==> src/rtl/ftm_pkg.sv <==
package ftm_pkg;
   typedef enum logic [1:0] {
      SRC_NONE = 2'd0,
      SRC_MEAS = 2'd1,
      SRC_DDS  = 2'd2
   } edge_src_e;

   typedef enum logic [1:0] {
      DIR_NONE = 2'd0,
      DIR_UP   = 2'd1,
      DIR_DN   = 2'd2
   } step_dir_e;
endpackage

==> src/rtl/ftm_sync.sv <==
module ftm_sync #(
   parameter int STAGES = 2
) (
   input  logic clk,
   input  logic rst,
   input  logic d,
   output logic q
);
   logic [STAGES-1:0] chain;

   if (STAGES < 1) begin : g_bad_stages
      $error("ftm_sync: STAGES must be at least 1");
   end

   if (STAGES == 1) begin : g_single
      always_ff @(posedge clk) begin
         if (rst) chain <= '0;
         else     chain <= d;
      end
   end else begin : g_chain
      always_ff @(posedge clk) begin
         if (rst) chain <= '0;
         else     chain <= {chain[STAGES-2:0], d};
      end
   end

   assign q = chain[STAGES-1];
endmodule

==> src/rtl/ftm_phase_acc.sv <==
module ftm_phase_acc #(
   parameter int ACC_W = 10
) (
   input  logic             clk,
   input  logic             rst,
   input  logic [ACC_W-1:0] fsw_i,
   output logic             sq_o
);
   logic [ACC_W-1:0] acc;

   always_ff @(posedge clk) begin
      if (rst) acc <= '0;
      else     acc <= acc + fsw_i;
   end

   assign sq_o = acc[ACC_W-1];


   acc_hold_chk: assert property (@(posedge clk) disable iff (rst)
      (!$past(rst) && $past(fsw_i) == '0) |-> $stable(acc));
endmodule

==> src/rtl/ftm_edge_order_det.sv <==
module ftm_edge_order_det
   import ftm_pkg::*;
#(
   parameter int SYNC_STAGES = 2
) (
   input  logic clk,
   input  logic rst,
   input  logic meas_i,
   input  logic dds_i,
   input  logic take_i,
   output logic up_o,
   output logic dn_o
);
   logic meas_s, dds_s, meas_p, dds_p;
   logic meas_rise, dds_rise, up_evt, dn_evt;
   edge_src_e last_q;

   ftm_sync #(.STAGES(SYNC_STAGES)) u_sync_meas (
      .clk(clk), .rst(rst), .d(meas_i), .q(meas_s));
   ftm_sync #(.STAGES(SYNC_STAGES)) u_sync_dds (
      .clk(clk), .rst(rst), .d(dds_i), .q(dds_s));

   assign meas_rise = meas_s & ~meas_p;
   assign dds_rise  = dds_s & ~dds_p;
   assign up_evt    = meas_rise & ~dds_rise & (last_q == SRC_MEAS);
   assign dn_evt    = dds_rise & ~meas_rise & (last_q == SRC_DDS);

   always_ff @(posedge clk) begin
      if (rst) begin
         meas_p <= 1'b0;
         dds_p  <= 1'b0;
         last_q <= SRC_NONE;
         up_o   <= 1'b0;
         dn_o   <= 1'b0;
      end else begin
         meas_p <= meas_s;
         dds_p  <= dds_s;
         if (meas_rise && !dds_rise)      last_q <= SRC_MEAS;
         else if (dds_rise && !meas_rise) last_q <= SRC_DDS;
         if (up_evt) begin
            up_o <= 1'b1;
            dn_o <= 1'b0;
         end else if (dn_evt) begin
            up_o <= 1'b0;
            dn_o <= 1'b1;
         end else if (take_i) begin
            up_o <= 1'b0;
            dn_o <= 1'b0;
         end
      end
   end


   up_cause_chk: assert property (@(posedge clk) disable iff (rst)
      $rose(up_o) |-> $past(meas_rise));

   dn_cause_chk: assert property (@(posedge clk) disable iff (rst)
      $rose(dn_o) |-> $past(dds_rise));

   one_request_chk: assert property (@(posedge clk) disable iff (rst)
      $onehot0({up_o, dn_o}));
endmodule

==> src/rtl/ftm_tune_counter.sv <==
module ftm_tune_counter
   import ftm_pkg::*;
#(
   parameter int ACC_W    = 10,
   parameter int STEP_DIV = 4,
   parameter int SPAN_MAX = 4,
   parameter int SETTLE_K = 4
) (
   input  logic           clk,
   input  logic           rst,
   input  logic           up_i,
   input  logic           dn_i,
   output logic           tick_o,
   output logic [ACC_W-1:0] fsw_o,
   output logic           settled_o,
   output logic [ACC_W:0] est_o
);
   localparam logic [ACC_W-1:0] FSW_LIM = {{(ACC_W-1){1'b0}}, 1'b1} << (ACC_W-2);
   localparam int RUN_W = $clog2(SPAN_MAX + 2);
   localparam int CNT_W = $clog2(SETTLE_K + 1);
   localparam logic [RUN_W-1:0] RUN_SAT = RUN_W'(SPAN_MAX + 1);
   localparam logic [RUN_W-1:0] RUN_LIM = RUN_W'(SPAN_MAX);
   localparam logic [CNT_W-1:0] CNT_TOP = CNT_W'(SETTLE_K);

   logic             move_up, move_dn, moved, rev;
   step_dir_e        dir_now, last_dir;
   logic [ACC_W-1:0] pt_q;
   logic [RUN_W-1:0] run_q;
   logic [CNT_W-1:0] cnt_q;

   if (STEP_DIV == 1) begin : g_tick_every
      assign tick_o = 1'b1;
   end else begin : g_tick_div
      localparam int DIV_W = $clog2(STEP_DIV);
      logic [DIV_W-1:0] div_q;
      assign tick_o = (div_q == DIV_W'(STEP_DIV - 1));
      always_ff @(posedge clk) begin
         if (rst || tick_o) div_q <= '0;
         else               div_q <= div_q + 1'b1;
      end
   end

   assign move_up = tick_o & up_i & (fsw_o < FSW_LIM);
   assign move_dn = tick_o & dn_i & (fsw_o != '0);
   assign moved   = move_up | move_dn;
   assign dir_now = move_up ? DIR_UP : DIR_DN;
   assign rev     = moved & (last_dir != DIR_NONE) & (dir_now != last_dir);

   always_ff @(posedge clk) begin
      if (rst) begin
         fsw_o    <= '0;
         last_dir <= DIR_NONE;
         pt_q     <= '0;
         est_o    <= '0;
         run_q    <= RUN_SAT;
         cnt_q    <= '0;
      end else if (moved) begin
         fsw_o    <= move_up ? fsw_o + 1'b1 : fsw_o - 1'b1;
         last_dir <= dir_now;
         if (rev) begin
            pt_q  <= fsw_o;
            est_o <= {1'b0, fsw_o} + {1'b0, pt_q};
            run_q <= RUN_W'(1);
            if (run_q > RUN_LIM)      cnt_q <= '0;
            else if (cnt_q != CNT_TOP) cnt_q <= cnt_q + 1'b1;
         end else begin
            if (run_q != RUN_SAT) run_q <= run_q + 1'b1;
            if (run_q >= RUN_LIM) cnt_q <= '0;
         end
      end
   end

   assign settled_o = (cnt_q == CNT_TOP);


   fsw_limit_chk: assert property (@(posedge clk) disable iff (rst)
      fsw_o <= FSW_LIM);

   unit_step_chk: assert property (@(posedge clk) disable iff (rst)
      (!$past(rst) && fsw_o != $past(fsw_o)) |->
         (fsw_o == $past(fsw_o) + 1'b1 || fsw_o == $past(fsw_o) - 1'b1));

   tick_only_chk: assert property (@(posedge clk) disable iff (rst)
      (!$past(rst) && fsw_o != $past(fsw_o)) |-> $past(tick_o));

   settle_on_rev_chk: assert property (@(posedge clk) disable iff (rst)
      $rose(settled_o) |-> $past(rev));
endmodule

==> src/rtl/freq_track_meter.sv <==
module freq_track_meter #(
   parameter int ACC_W       = 10,
   parameter int STEP_DIV    = 4,
   parameter int SYNC_STAGES = 2,
   parameter int SPAN_MAX    = 4,
   parameter int SETTLE_K    = 4
) (
   input  logic             clk,
   input  logic             rst,
   input  logic             meas_in,
   output logic [ACC_W-1:0] fsw_o,
   output logic             dds_sq_o,
   output logic             settled_o,
   output logic [ACC_W:0]   estimate_o
);
   logic step_tick, req_up, req_dn;

   if (ACC_W < 4)    begin : g_bad_acc  $error("ACC_W must be at least 4");    end
   if (STEP_DIV < 1) begin : g_bad_div  $error("STEP_DIV must be at least 1"); end
   if (SPAN_MAX < 1) begin : g_bad_span $error("SPAN_MAX must be at least 1"); end
   if (SETTLE_K < 1) begin : g_bad_k    $error("SETTLE_K must be at least 1"); end

   ftm_phase_acc #(.ACC_W(ACC_W)) u_acc (
      .clk(clk), .rst(rst), .fsw_i(fsw_o), .sq_o(dds_sq_o));

   ftm_edge_order_det #(.SYNC_STAGES(SYNC_STAGES)) u_det (
      .clk(clk), .rst(rst), .meas_i(meas_in), .dds_i(dds_sq_o),
      .take_i(step_tick), .up_o(req_up), .dn_o(req_dn));

   ftm_tune_counter #(
      .ACC_W(ACC_W), .STEP_DIV(STEP_DIV),
      .SPAN_MAX(SPAN_MAX), .SETTLE_K(SETTLE_K)
   ) u_cnt (
      .clk(clk), .rst(rst), .up_i(req_up), .dn_i(req_dn),
      .tick_o(step_tick), .fsw_o(fsw_o),
      .settled_o(settled_o), .est_o(estimate_o));
endmodule

==> config.mk <==
export PLATFORM = sky130hd
export DESIGN_NAME = freq_track_meter
export DESIGN_NICKNAME = d
export VERILOG_FILES = /design/src/rtl/ftm_pkg.sv /design/src/rtl/ftm_sync.sv /design/src/rtl/ftm_phase_acc.sv /design/src/rtl/ftm_edge_order_det.sv /design/src/rtl/ftm_tune_counter.sv /design/src/rtl/freq_track_meter.sv
export SDC_FILE = /design/constraint.sdc
export NUM_CORES = 1
export LEC_CHECK = 0
export BUFFER_PORTS_ARGS = -buffer_cell sky130_fd_sc_hd__buf_4
export CAP_MARGIN = 20
export CORE_MARGIN = 8
export CORE_UTILIZATION = 34
export DETAILED_ROUTE_END_ITERATION = 7
export PLACE_DENSITY = 0.52
export SLEW_MARGIN = 20
export SYNTH_ARGS = -nofsm -noshare
export SYNTH_HDL_FRONTEND = slang
export SYNTH_SLANG_ARGS = --single-unit
==> constraint.sdc <==
create_clock -name clk -period 2.8 [get_ports clk]
set_input_delay 0 -clock clk [delete_from_list [all_inputs] [get_ports clk]]
set_output_delay 0 -clock clk [all_outputs]
set_load 0.05 [all_outputs]
==> Word level (Yosys, flattened, before mapping) <==
Cells that the tools add are included.
Widths: inputs -> output; s select.
{ "totals": {"regBits": 61, "out_inout_bits": 23, "inputBits": 3, "wordCells": 82} }
{ "classes": {"eq_ne": 8, "n_bitwise": 17, "add_sub_neg": 7, "magnitude_cmp": 3, "n_mux": 14, "n_reduce_logical": 17} }
{ "ops": {"columns": ["cell", "count"], "rows": [
  ["$mux 3", 6],
  ["$and 1x1->1", 12],
  ["$add 10x10->11", 1],
  ["$add 10x1->10 const B", 1],
  ["$add 10x10->10", 1],
  ["$lt 10x9->1 const B", 1],
  ["$mux 10", 1],
  ["$reduce_bool 10->1", 1],
  ["$reduce_bool 2->1", 5],
  ["$sub 10x1->10 const B", 1],
  ["$ne 3x3->1 const B", 3],
  ["$add 3x1->3 const B", 2],
  ["$mux 1", 6],
  ["$eq 2x2->1 const B", 2],
  ["$not 1->1", 4],
  ["$reduce_and 2->1", 2],
  ["$reduce_or 2->1", 2],
  ["$eq 3x3->1 const B", 1],
  ["$ge 3x3->1 const B", 1],
  ["$gt 3x3->1 const B", 1],
  ["$reduce_and 3->1", 1],
  ["$reduce_bool 3->1", 1],
  ["$add 2x1->2 const B", 1],
  ["$eq 2x1->1 const B", 1],
  ["6 further kinds", 8]
]} }

==> Logic depth before layout (Yosys ltp) <==
{ "depth": {"word_depth": 8, "ltp_mapped": 10, "ltp_nobuf": 10} }

==> By module <==
From an unflattened synthesis, not the netlist that was laid out.
{ "unflattened": {"hier_cells": 394, "hier_area_um2": 3374.5} }
{ "modules_own_cells": {"columns": ["module", "seq_area_each_um2", "area_per_inst_um2", "cells_each", "n_inst"], "rows": [
  ["ftm_tune_counter", 820.8, 2386.0, 289, 1],
  ["ftm_phase_acc", 200.2, 630.6, 70, 1],
  ["ftm_edge_order_det", 120.1, 252.7, 27, 1],
  ["ftm_sync", 40.0, 52.6, 4, 2]
]} }

==> Least setup slack after synthesis <==
OpenSTA, ideal clock, no wires.
{ "synth_path": {"path_kind": "register -> register", "start": "register u_cnt.fsw_o[9]", "end": "register u_cnt.fsw_o[9]", "slack_ns": 0.196, "period_less_slack_ns": 2.604, "n_path_buf": 0, "setup_ns": 0.121, "required_ns": 2.679, "stages_incl_launch_ff": 9, "arrival_ns": 2.484, "cell_sequence": "dfxtp_1 or2_4 nor2_4 inv_2 ha_1 or4_1 o211ai_1 nand3b_1 mux2_2"} }
{ "synth_between": {"elab_chain_len": 3, "elab_cells_between_ends": 8, "cone_classes": "add/sub (2); order compare (1); mux (1); bitwise (3); reduce/logical (1)"} }
{ "synth_rtl": {"columns": ["element", "line", "source"], "rows": [
  ["start, declared", "ftm_tune_counter.sv:14", "output logic [ACC_W-1:0] fsw_o,"],
  ["start signal, assigned", "ftm_tune_counter.sv:58", "fsw_o <= move_up ? fsw_o + 1'b1 : fsw_o - 1'b1;"],
  ["$lt 10x9->1 / $reduce_bool 10->1 (equally long branches)", "ftm_tune_counter.sv:43, ftm_tune_counter.sv:44", null],
  ["$and 1x1->1 (on tied branches)", "ftm_tune_counter.sv:43, ftm_tune_counter.sv:44", null],
  ["$mux 10 / $or 1x1->1 (equally long branches)", "ftm_tune_counter.sv:58, ftm_tune_counter.sv:45", null]
]} }
Parallel ways exist; a longest one is shown, timed or not.
A chain may end at the register's enable or synchronous reset.

==> Worst setup path after layout <==
{ "layout_path": {"start": "register u_cnt.fsw_o[8]", "end": "register u_cnt.fsw_o[9]"} }
Same word-level chain as after synthesis.

==> flow_summary.yaml <==
status:
  result_of_the_run: "complete, no violations"
yosys:
  yosys_most_used_dff: "sky130_fd_sc_hd__dfxtp_1"
  synth-async-reset-ratio_pct: 0
  syn-num-nets: 452
  ys_seq_elements: 61
  synth_seq_area_share_pct: 35.01
  postSynthCellCount: 411
  synthesis.area_per_instance_um2: 8.487
  syn-cell-area_um2: 3488
  synth_top_cell_by_area: "sky130_fd_sc_hd__dfxtp_1"
  yosys_warnings: 0
  netlist_top_cells_area: "sky130_fd_sc_hd__dfxtp_1 35%, sky130_fd_sc_hd__ha_1 13%, sky130_fd_sc_hd__a21oi_1 5.7%"
  ys_types: 53
  post_synth_edffs: 0
  synth_largest_type_area_fraction_pct: 35.01
power_and_ir_drop:
  cellPowerDensity_nw_per_um2: 406.2
  vdd_ir_drop_max_uv: 168.5
  total_leakage_power_nw: 1.688
timing:
  period_needed_ns: 2.553
  report.final.setup_viol: 0
  tns_ns: 0
  clock_skew_ns: 0.01384
  max_freq_mhz: 391.7
  relative_slew_margins_pct: 53.83
  grt_setup_unrepaired: "no"
  timing.final.hold_violations: 0
  layout_worst_path_cycle_share_pct: 91.17
  worst_tran_pin_value_ns: 0.6925
  report.final.slew_viol_count: 0
worst_setup_path:
  worstSetupStartpointType: "register"
  crit_path_max_fanout: 14
  critPathArrivalTime_ns: 2.78
  r2r.worst_path.cells: 8
  criticalPathCategory: "reg -> reg"
  worst_setup_path_end_kind: "register"
  setup.reg_to_reg.worst_slack_ns: 0.25
  worstReg2RegStart: "u_cnt.fsw_o[8]"
  cp_data_required_time_ns: 3.03
  r2r-end: "u_cnt.fsw_o[9]"
layout:
  num-nets-final: 482
  flow.area_growth_from_synthesis_pct: 14.63
  diodes: 0
  drive_gt1_share_pct: 12.84
  layout.filler_cells: 1033
  final-instance-count-excl-fill: 580
cts:
  path_clk_slew_ns: 0.07
  cts-htree-levels: 3
  clk_root_buffer_cell: "sky130_fd_sc_hd__clkbuf_8"
  clk_latency_ns: 0.35
  cts_setup_buffers: 0
  clock_tree_from_tritoncts: "done"
  clk_path_buf_depth: 2
  cts_resized: 0
  cts-buffers-inserted: 9
  clock-sinks: 61
worst_hold_path:
  hold_start: "rst"
  worstHoldEndpoint: "u_cnt.fsw_o[0]"
  holdPathStages: 2
  min_path_type: "in -> reg"
detailed_routing:
  first_pass_iters: 4
  postRouteAntennaNets: 0
  final_routed_wire_length_divided_by_cell_count_um: 13.48
  routed_wirelength_mm: 7.816
  drcViolationCount: 0
  vias: 2918
  routed_via_density: 5.031
  drt-initial-drc-count: 92
floorplanning:
  core_area_um2: 10140
  boundaryPins: 26
  floorplan.rows: 37
  floorplan.die.width_um: 117.3
  die_area_um2: 13760
  initial_core_util_pct: 34.41
  die_h_um: 117.3
placed_design:
  dp.cells: 565
  gpl.final_weighted_congestion: 0.8024
  port_buffers: 25
  detailedPlacementHpwl_mm: 5.541
grt:
  via_count_of_the_first_global_routing_pass: 2808
  grt_first_pass_wirelength_mm: 13.36
  largest_net_degree_at_the_start_of_global_routing: 67
  antenna_found_initial: 0
  grt_overflow: 0
  global_route.usage.total_pct: 12.34
flow_run:
  drv_cap: 0
-- state kept, by name, summed over array words and instances (netlist names) --
name	count
u_acc.acc	10
u_cnt.cnt_q	3
u_cnt.est_o	11
u_cnt.fsw_o	10
u_cnt.g_tick_div.div_q	2
u_cnt.last_dir	2
u_cnt.pt_q	10
u_cnt.run_q	3
u_det.dds_p	1
u_det.dn_o	1
u_det.last_q	2
u_det.meas_p	1
u_det.u_sync_dds.chain	2
u_det.u_sync_meas.chain	2
u_det.up_o	1
-- report_power, final --
part	switching (mW)	internal, mW
Combinational	0.0307	0.0185
Clock	0.339	0.357
Sequential	0.00272	0.877
Total	0.372	1.25
-- per-stage QoR --
step / area (um^2) / setup WS (ns) / power (mW) / hold slack, ns / utilization [%]
floorplan: 3488 / 0.1956 / 0.9359 / 0.1282 / -
global placement: 3824 / 0.3223 / 0.9475 / 0.2085 / 37.71
detailed placement: 3824 / 0.2780 / 0.9482 / 0.2166 / 37.71
CTS: 3999 / 0.2566 / 1.653 / 0.1753 / 39.44
global route: 3999 / 0.1117 / 1.700 / 0.2134 / 39.44
finish: 3999 / 0.2471 / 1.625 / 0.1821 / 39.44
-- layer usage --
layer	up-vias	wire length [um]	GRT usage (%)
li1	1529	-	-
met1	1346	4011	15.81
met2	32	3433	19.08
met3	11	233	3.079
met4	0	138	5.631
met5	-	0	0
-- synthesized netlist by cell type, drive strengths merged (2+ instances only) --
cell type / instances
nand4: 3
a211o: 3
xnor2: 5
or4: 4
clkbuf: 4
nand3: 10
inv: 15
xor2: 4
nand2: 52
a21oi: 40
mux2: 4
o211ai: 6
o22ai: 3
o21ai: 23
nand3b: 3
or3: 4
mux2i: 3
o21bai: 4
nor3: 9
nand2b: 8
a21o: 6
and2: 2
nor2: 36
o21a: 5
or2: 2
and3: 2
fa: 3
nor2b: 13
o31a: 2
ha: 35
buf: 10
o311ai: 5
dfxtp: 61
a211oi: 12
-- cell usage in the layout (no fill, tap or decap), types with 8 or more instances in the layout --
| cell | n |
|---|---|
| sky130_fd_sc_hd__nand3_1 | 10 |
| sky130_fd_sc_hd__nor3_1 | 9 |
| sky130_fd_sc_hd__buf_4 | 32 |
| sky130_fd_sc_hd__o21ai_0 | 23 |
| sky130_fd_sc_hd__nor2_1 | 34 |
| sky130_fd_sc_hd__nand2b_1 | 8 |
| sky130_fd_sc_hd__dfxtp_1 | 61 |
| sky130_fd_sc_hd__inv_1 | 14 |
| sky130_fd_sc_hd__ha_1 | 35 |
| sky130_fd_sc_hd__nor2b_1 | 13 |
| sky130_fd_sc_hd__clkbuf_8 | 11 |
| sky130_fd_sc_hd__nand2_1 | 52 |
| sky130_fd_sc_hd__a21oi_1 | 40 |
| sky130_fd_sc_hd__a211oi_1 | 12 |
-- kinds of logic (layout without fill, tap and decap cells) --
kind of cell / after synthesis / count (layout) / share of synthesized area (%)
XOR/XNOR: 9 / 9 / 2.260
buffers and inverters: 29 / 62 / 3.766
adder cells (fa/ha/maj): 38 / 38 / 14.28
flip-flops: 61 / 61 / 35.01
AO/OA/AOI/OAI: 117 / 117 / 21.81
multiplexers: 7 / 7 / 2.152
AND/OR/NAND/NOR: 150 / 150 / 20.73
-- final cells by class --
class / count / area, um^2 / share of cell area [%]
Timing Repair Buffer: 33 / 250.2 / 6.258
Sequential cell: 61 / 1221 / 30.54
Clock buffer: 12 / 155.1 / 3.880
Clock inverter: 2 / 10.01 / 0.2503
Inverter: 15 / 56.30 / 1.408
Multi-Input combinational cell: 321 / 2136 / 53.41
Tap cell: 136 / 170.2 / 4.255
-- critical path, stage by stage (launching register included) --
cell and delay [ns]:
sky130_fd_sc_hd__dfxtp_1 0.39, sky130_fd_sc_hd__or2_4 0.29, sky130_fd_sc_hd__nor2_4 0.20, sky130_fd_sc_hd__inv_2 0.17
sky130_fd_sc_hd__ha_1 0.27, sky130_fd_sc_hd__or4_1 0.55, sky130_fd_sc_hd__o211ai_1 0.20, sky130_fd_sc_hd__nand3b_1 0.10
sky130_fd_sc_hd__mux2_2 0.27
-- worst max-delay path by stage --
stage                      to  cells past startpoint           start
2_1_floorplan  u_cnt.fsw_o[9]                      8  u_cnt.fsw_o[9]
3_3_place_gp   u_cnt.fsw_o[9]                      8  u_cnt.fsw_o[8]
3_5_place_dp   u_cnt.fsw_o[9]                      8  u_cnt.fsw_o[8]
4_1_cts        u_cnt.fsw_o[9]                      8  u_cnt.fsw_o[8]
5_1_grt        u_cnt.fsw_o[9]                      8  u_cnt.fsw_o[8]
6_report       u_cnt.fsw_o[9]                      8  u_cnt.fsw_o[8]
-- what timing repair did --
action	4_1_cts	5_1_grt
setup endpoints to repair	0	0
hold endpoints to repair	1	0
hold buffers	1	0
Note: power is estimated with default switching activity, not from simulation.
